$ cat config.mk
export PLATFORM = sky130hd
export DESIGN_NAME = adc_result_fmt
export DESIGN_NICKNAME = d
export VERILOG_FILES = /design/src/rtl/adc_fmt_pkg.sv /design/src/rtl/adc_fmt_capture.sv /design/src/rtl/adc_fmt_align.sv /design/src/rtl/adc_result_fmt.sv
export SDC_FILE = /design/constraint.sdc
export NUM_CORES = 1
export LEC_CHECK = 0
export ABC_AREA = 1
export BUFFER_PORTS_ARGS = -buffer_cell sky130_fd_sc_hd__buf_2
export CORE_MARGIN = 2
export CORE_UTILIZATION = 50
export CTS_BUF_LIST = sky130_fd_sc_hd__clkbuf_4
export CTS_CLUSTER_SIZE = 24
export DETAILED_ROUTE_END_ITERATION = 10
export PLACE_DENSITY_LB_ADDON = 0.15
export REMOVE_ABC_BUFFERS = 1
export SYNTH_ARGS = -nofsm -noshare
export SYNTH_HDL_FRONTEND = slang
export SYNTH_SLANG_ARGS = --single-unit
export TNS_END_PERCENT = 20
$ cat constraint.sdc
create_clock -name clk_i -period 1.2 [get_ports clk_i]
set_clock_uncertainty 0.15 [all_clocks]
set_input_delay 0 -clock clk_i [delete_from_list [all_inputs] [get_ports clk_i]]
set_output_delay 0 -clock clk_i [all_outputs]
set_load 0.01 [all_outputs]
$ cat src/rtl/adc_fmt_pkg.sv
package adc_fmt_pkg;
  typedef enum logic [1:0] {
    MODE_TRUNC = 2'b00,
    MODE_RIGHT = 2'b01,
    MODE_LEFT  = 2'b10,
    MODE_SIGN  = 2'b11
  } align_mode_e;

  localparam logic ADDR_HI = 1'b0;
  localparam logic ADDR_LO = 1'b1;
endpackage

$ cat src/rtl/adc_fmt_capture.sv
module adc_fmt_capture #(
  parameter int DATA_W = 10
) (
  input  logic              clk_i,
  input  logic              rst_ni,
  input  logic              conv_done_i,
  input  logic [DATA_W-1:0] conv_data_i,
  input  logic              rd_hi_i,
  input  logic              rd_lo_i,
  output logic [DATA_W-1:0] result_o,
  output logic              lock_o
);
  logic [DATA_W-1:0] result_q;
  logic              lock_q;
  logic              load;

  // low read releases the lock in the same cycle; high read blocks a colliding load
  assign load = conv_done_i && !rd_hi_i && (!lock_q || rd_lo_i);

  always_ff @(posedge clk_i or negedge rst_ni) begin
    if (!rst_ni) begin
      result_q <= '0;
      lock_q   <= 1'b0;
    end else begin
      if (load) result_q <= conv_data_i;
      if (rd_hi_i)      lock_q <= 1'b1;
      else if (rd_lo_i) lock_q <= 1'b0;
    end
  end

  assign result_o = result_q;
  assign lock_o   = lock_q;

  a_r6_load_unlocked: assert property (@(posedge clk_i) disable iff (!rst_ni)
    (conv_done_i && !lock_q && !rd_hi_i) |=> (result_q == $past(conv_data_i)));
  a_r7_lock_set: assert property (@(posedge clk_i) disable iff (!rst_ni)
    rd_hi_i |=> lock_q);
  a_r7_hold_locked: assert property (@(posedge clk_i) disable iff (!rst_ni)
    (lock_q && !rd_lo_i) |=> $stable(result_q));
  a_r8_lock_clear: assert property (@(posedge clk_i) disable iff (!rst_ni)
    (rd_lo_i && !rd_hi_i) |=> !lock_q);
  a_r11_collide_drop: assert property (@(posedge clk_i) disable iff (!rst_ni)
    (rd_hi_i && !lock_q) |=> $stable(result_q));
endmodule

$ cat src/rtl/adc_fmt_align.sv
module adc_fmt_align
  import adc_fmt_pkg::*;
#(
  parameter int DATA_W = 10,
  parameter int BYTE_W = 8
) (
  input  logic [DATA_W-1:0] result_i,
  input  align_mode_e       mode_i,
  output logic [BYTE_W-1:0] hi_o,
  output logic [BYTE_W-1:0] lo_o
);
  localparam int TAIL_W = DATA_W - BYTE_W;   // bits below the top byte
  localparam int PAD_W  = BYTE_W - TAIL_W;   // zero fill in split bytes

  logic [BYTE_W-1:0] top_byte;
  logic [BYTE_W-1:0] right_hi;
  logic [BYTE_W-1:0] left_lo;

  assign top_byte = result_i[DATA_W-1 -: BYTE_W];
  assign right_hi = {{PAD_W{1'b0}}, result_i[DATA_W-1:BYTE_W]};
  assign left_lo  = {result_i[TAIL_W-1:0], {PAD_W{1'b0}}};

  always_comb begin
    unique case (mode_i)
      MODE_TRUNC: begin hi_o = '0;       lo_o = top_byte;                 end
      MODE_RIGHT: begin hi_o = right_hi; lo_o = result_i[BYTE_W-1:0];     end
      MODE_LEFT:  begin hi_o = top_byte; lo_o = left_lo;                  end
      default:    begin hi_o = {~top_byte[BYTE_W-1], top_byte[BYTE_W-2:0]};
                        lo_o = left_lo;                                   end
    endcase
  end

  always_comb begin
    a_r2_trunc_hi_zero: assert (mode_i != MODE_TRUNC || hi_o == '0);
    a_r5_sign_flip: assert (mode_i != MODE_SIGN || hi_o[BYTE_W-1] != result_i[DATA_W-1]);
  end
endmodule

$ cat src/rtl/adc_result_fmt.sv
module adc_result_fmt
  import adc_fmt_pkg::*;
#(
  parameter int DATA_W = 10,
  parameter int BYTE_W = 8
) (
  input  logic              clk_i,
  input  logic              rst_ni,
  input  logic              conv_done_i,
  input  logic [DATA_W-1:0] conv_data_i,
  input  logic [1:0]        mode_i,
  input  logic              rd_en_i,
  input  logic              rd_addr_i,
  output logic [BYTE_W-1:0] rd_data_o
);
  logic [DATA_W-1:0] result;
  logic              lock;
  logic              rd_hi, rd_lo;
  logic [BYTE_W-1:0] hi_byte, lo_byte;

  assign rd_hi = rd_en_i && (rd_addr_i == ADDR_HI);
  assign rd_lo = rd_en_i && (rd_addr_i == ADDR_LO);

  adc_fmt_capture #(.DATA_W(DATA_W)) u_capture (
    .clk_i      (clk_i),
    .rst_ni     (rst_ni),
    .conv_done_i(conv_done_i),
    .conv_data_i(conv_data_i),
    .rd_hi_i    (rd_hi),
    .rd_lo_i    (rd_lo),
    .result_o   (result),
    .lock_o     (lock)
  );

  adc_fmt_align #(.DATA_W(DATA_W), .BYTE_W(BYTE_W)) u_align (
    .result_i(result),
    .mode_i  (align_mode_e'(mode_i)),
    .hi_o    (hi_byte),
    .lo_o    (lo_byte)
  );

  assign rd_data_o = (rd_addr_i == ADDR_HI) ? hi_byte : lo_byte;

  a_r9_lo_read_unlocked: assert property (@(posedge clk_i) disable iff (!rst_ni)
    (rd_lo && !lock) |=> !lock);
endmodule

== Yosys cells after proc, flatten, opt, wreduce, memory -nomap -nowiden ==
Index checks and enable logic that the tools add are counted.

* Bits of input ports: 17
* Register bits: 11
* Logic and storage cells: 20
* Output and inout bits: 8

* Reduce and logical (&&, ||, !) cells: 9
* Bitwise operators: 2
* Equality and inequality tests: 2
* Mux-type cells: 5

{| class="wikitable"
|+ Operators by type and width
! operator !! count
|-
| case mux 8 bit (3 select lines) || 1
|-
| case mux 8 bit (2 select lines) || 1
|-
| two-way mux 8 bit || 1
|-
| logical AND 1 bit || 4
|-
| == test 2 x 1 -> 1 bit, second input constant || 1
|-
| == test 2 bit, second input constant || 1
|-
| logical NOT 1 bit || 2
|-
| logical NOT 2 bit || 1
|-
| two-way mux 1 bit || 2
|-
| NOT 1 bit || 2
|-
| nonzero test 2 bit || 1
|-
| logical OR 1 bit || 1
|}

== Depth between registers and ports, before layout ==
* Depth after elaboration: 5
* Mapped depth: 6
* Gate-level depth less buffers: 6

== Cells and area by module ==
From an unflattened synthesis, not the netlist that was laid out.

* Cell total of the unflattened synthesis: 129
* Area total of the unflattened synthesis: 817.0 um^2

{| class="wikitable"
|+ By module, submodules not included
! module !! area each (um^2) !! instances !! seq. area each (um^2) !! cells an instance
|-
| adc_fmt_capture || 474.2 || 1 || 275.3 || 50
|-
| adc_fmt_align || 226.5 || 1 || 0.0 || 49
|-
| adc_result_fmt || 116.4 || 1 || 0.0 || 30
|}

== Worst setup path after synthesis ==
No wires, ideal clock.

* Kind: flip-flop to flip-flop
* Start: register u_capture.lock_q (netlist: u_capture.lock_o)
* End: register u_capture.result_q[0] (netlist: u_capture.result_o[0])
* Cell stages (with the launch flop): 5
* Required time: 933 ps
* Buffers on the path: 0
* Library setup time: 117 ps
* Path slack: 177 ps
* Clock period less this slack: 1,023 ps
* Arrival time: 756 ps
* Cell sequence: dfrtp_1 > o21ai_4 > nand2_2 > nand2_1 > nand2_1

* Longest elaborated chain between the ends: 3

{| class="wikitable"
|+ RTL lines
! what !! RTL line !! source
|-
| start: declaration || adc_fmt_capture.sv:14 || <nowiki>logic lock_q;</nowiki>
|-
| start signal: assignment || adc_fmt_capture.sv:23 || <nowiki>lock_q <= 1'b0;</nowiki>
|-
| start signal: assignment || adc_fmt_capture.sv:26 || <nowiki>if (rd_hi_i) lock_q <= 1'b1;</nowiki>
|-
| start signal: assignment || adc_fmt_capture.sv:27 || <nowiki>else if (rd_lo_i) lock_q <= 1'b0;</nowiki>
|-
| logical NOT 1 bit || adc_fmt_capture.sv:18 || <nowiki>assign load = conv_done_i && !rd_hi_i && (!lock_q || rd_lo_i);</nowiki>
|-
| logical OR 1 bit || adc_fmt_capture.sv:18 ||
|-
| logical AND 1 bit || adc_fmt_capture.sv:18 ||
|-
| end signal: assignment || adc_fmt_capture.sv:25 || <nowiki>if (load) result_q <= conv_data_i;</nowiki>
|-
| end: declaration || adc_fmt_capture.sv:13 || <nowiki>logic [DATA_W-1:0] result_q;</nowiki>
|}

Every way passes these cells.
A chain may end at the register's enable or synchronous reset.

== Worst setup path in the final report ==
* Start: register u_capture.result_q[9] (netlist: u_capture.result_o[9])
* End: output port rd_data_o[7]

* Longest elaborated chain between the ends: 3
* Elaborated cells on any way between the ends: 4
* Those cells by class: 3 x mux; 1 x bitwise

{| class="wikitable"
|+ RTL lines
! what !! RTL line !! source
|-
| NOT 1 bit || adc_fmt_align.sv:28 || <nowiki>default: begin hi_o = {~top_byte[BYTE_W-1], top_byte[BYTE_W-2:0]};</nowiki>
|-
| case mux 8 bit (3 select lines) || adc_fmt_align.sv:24 || <nowiki>unique case (mode_i)</nowiki>
|-
| two-way mux 8 bit (*) || adc_result_fmt.sv:42 || <nowiki>assign rd_data_o = (rd_addr_i == ADDR_HI) ? hi_byte : lo_byte;</nowiki>
|-
| end: declaration || adc_result_fmt.sv:14 || <nowiki>output logic [BYTE_W-1:0] rd_data_o</nowiki>
|}

Mark *: on every way between the ends. The rest lies on a longest branch, timed or not.

==> summary.md <==
| Metric | Value |
|---|---|
| Status | `finished with violations` |
| Failing checks | `negative setup slack` |
| Design Power | `between 0.001 and 0.0015 W` |
| Most frequent cells in the layout | `nand2_1, buf_2, nand3_1, dlygate4sd3_1, dfrtp_1` |
| Combinational Power Share | `between 20 and 30%` |
| 1st-iter DRT viols | `19` |
| Setup Buffers After CTS | `0` |
| Die W | `slightly above 40 um` |
| Reg-to-reg critical path startpoint | `u_capture.lock_o` |
| Grt total ovfl | `0` |
| Arrival time worst endpoint | `approximately 1100 ps` |
| Fin. Hold Viols | `0` |
| Mapped Area | `between 600 and 700 sq um` |
| Cell Area, Placed | `just over 800 sq um` |
| Pre-Repair DR Iteration Count | `4` |
| Clk sink count | `11` |
| Power share of the clock group | `about a quarter` |
| Ant diodes | `0` |
| Switching share of power | `31.5%` |
| Post-synthesis compound-gate area fraction | `4.48%` |
| Slew HR | `between 80% and 90%` |
| # resized after CTS | `0` |
| CP Max Fanout | `3` |
| Reg-to-Reg End | `u_capture.result_o[7]` |
| Multiplexer share of the synthesized area | `0%` |
| Reg2Reg Setup Slack | `110 ps` |
| Unique masters post-synth | `15` |
| R2r worst-path depth | `4` |
| Clock transition at the registers of the reported paths | `70 ps` |
| Vias per inst | `~4.8` |
| H-Tree Level Count | `1` |
| Largest net degree at the start of global routing | `12` |
| Detailed Route WL | `around 1600 um` |
| WHS Path Cells | `4` |
| WHS | `between 50 and 60 ps` |
| Hold EP | `u_capture.lock_o` |
| Simple-Gate Fraction of Synth Area | `a little under half` |
| Synth Area in Adders | `0%` |
| Critical path type | `reg -> out` |
| GRT Total Usage | `22.2%` |
| Antenna Violating Nets Remaining | `0` |
| Seq/Total Area, Yosys | `approximately two fifths` |
| Vias | `735` |
| Pwr per Cell Area | `1080 nW/um^2` |
| Mean post-synth cell area | `slightly above 7 sq um` |
| Most common cell after layout, fill and taps aside | `nand2_1` |
| CTS tree | `yes` |
| Post-synthesis instance total | `98` |
| Worst slew pin tran | `between 200 and 300 ps` |
| RSZ-0062 raised after global routing | `true` |
| Vias in the first global route | `~600` |
| Static leakage power | `about 0.56 nW` |
| Fin nets | `155` |
| Synth Area in XOR/XNOR | `0%` |
| Final setup margin | `-48.7 ps` |
| Seq cells post-synth | `11` |
| Startpoint types | `flip-flop` |
| Critical path origin | `u_capture.result_o[9]` |
| Routed WL per cell | `approximately 10 um` |
| Hold Path Class | `in -> reg` |
| Clock Path Buffers | `2` |
| Final instance area | `between 900 and 1000 sq um` |
| Latest clock arrival within the worst-skew pair | `about 250 ps` |
| Crit share post-route | `104%` |
| Cells after DPL | `around 140` |
| CTS root buf | `clkbuf_4` |
| Post-DP HPWL | `1070 um` |
| Cell Rows | `13` |
| I/O Pins | `25` |
| Non-filler cells, final | `between 150 and 200` |
| Layout cells sized above 1 | `27.0%` |
| Maxcap violations | `0` |
| GP Congestion | `around 0.73` |
| Die Area | `around 1700 sq um` |
| Final setup TNS | `-77.5 ps` |
| Die Ht | `41.4 um` |
| Slew Viols, Final | `0` |
| Min-delay src | `rd_en_i` |
| Starting Density | `a little over half` |
| Setup Viol. Count Final | `2` |
| Peak supply drop | `slightly below 800 uV` |
| P_int | `0.000723 W` |
| Initial antenna violation count | `0` |
| Post-route minimum period | `1250 ps` |
| Largest family of logic cells by synthesized area | `simple AND/OR/NAND/NOR gates` |
| First-pass GRT wire length | `2390 um` |
| TritonCTS Buffers | `3` |
| Psw | `about 0.00033 W` |
| # port buffers | `24` |
| Crit. End Element | `output port` |
| Syn-to-layout area delta | `39.6%` |
| Peak Freq | `~800 MHz` |
| Core Region | `about 1300 sq um` |
| Yosys Warn Count | `0` |
| Worst Path Required | `roughly 1100 ps` |
| # DRC | `0` |
| Flop pwr share | `a little under half` |
-- worst max-delay path by stage --
stage / endpoint / cells past startpoint
after floorplan: u_capture.result_o[0] / 4
after global placement: u_capture.result_o[7] / 4
after detailed placement: u_capture.result_o[7] / 4
after CTS: rd_data_o[7] / 7
after global routing: rd_data_o[7] / 7
final: rd_data_o[7] / 7
-- area by class of cell --
class | instances | area (sq um)
clock buffers | 4 | 30.0
multi-input cells | 76 | 363
flip-flops and latches | 11 | 275
well taps | 15 | 18.8
repair buffers | 38 | 258
inverters | 8 | 30.0
fillers | 110 | 327
-- metrics by stage --
| stage | setup slack, ps | util, % |
|---|---|---|
| 3_3_place_gp | 145 | 62.6 |
| 6_report | -48.7 | 74.9 |
| 3_5_place_dp | 118 | 62.6 |
| 4_1_cts | -56.9 | 74.9 |
| 2_1_floorplan | 50.1 | - |
| 5_1_grt | -193 | 74.9 |
-- synthesized netlist by cell type --
master,n,share of area [%]
nor2_1,3,1.6
o21ai_4,1,2.3
inv_1,6,3.2
nand3_1,13,9.3
nand2_2,1,0.90
inv_2,2,1.1
o211ai_1,2,2.1
buf_6,2,3.2
nand2_4,2,3.2
nand4_1,2,1.8
dfrtp_1,11,39
nand3_2,1,1.4
nor3_4,1,2.3
nand2_1,50,27
buf_4,1,1.1
-- state kept, by name, summed over array words and instances, names as in the netlist --
| signal | count |
|---|---|
| u_capture.result_o | 10 |
| u_capture.lock_o | 1 |
-- repair_timing --
| item | CTS | global route |
|---|---|---|
| gates cloned | 0 | 0 |
| hold buffers | 13 | 0 |
| endpoints found under the hold margin | 21 | 0 |
| pin swaps | 1 | 3 |
| setup endpoints to repair | 3 | 4 |
-- power groups by stage --
stage / registers, W / clock network, W / logic (W)
finish: 0.000489 / 0.000264 / 0.000303
global route: 0.000498 / 0.000298 / 0.000345
CTS: 0.000489 / 0.000270 / 0.000303
detailed placement: 0.000496 / 0 / 0.000270
global placement: 0.000494 / 0 / 0.000265
floorplan: 0.000478 / 0 / 0.000166
-- critical path, stage by stage, from the launching register on --
cell and delay (ps):
dfrtp_1 400, inv_1 60, nand2_1 60, nand2_1 70, nand2_1 40, nand2_1 50
nand2_1 40, buf_2 130
-- kinds of logic after synthesis --
kind of cell | after synthesis
simple gates | 73
flops | 11
buf+inv | 11
compound gates | 3
-- metal layers --
layer  vias up  share of wire (%)  track usage [%]  wire length (um)
met5         -                  0                0                 0
met4         0               0.76             9.68                12
met3         2                3.3             1.60                53
met2        22                 51             38.3               809
met1       322                 45             28.4               710
li1        389                  -                -                 -
Note: power is estimated with default switching activity, not from simulation.
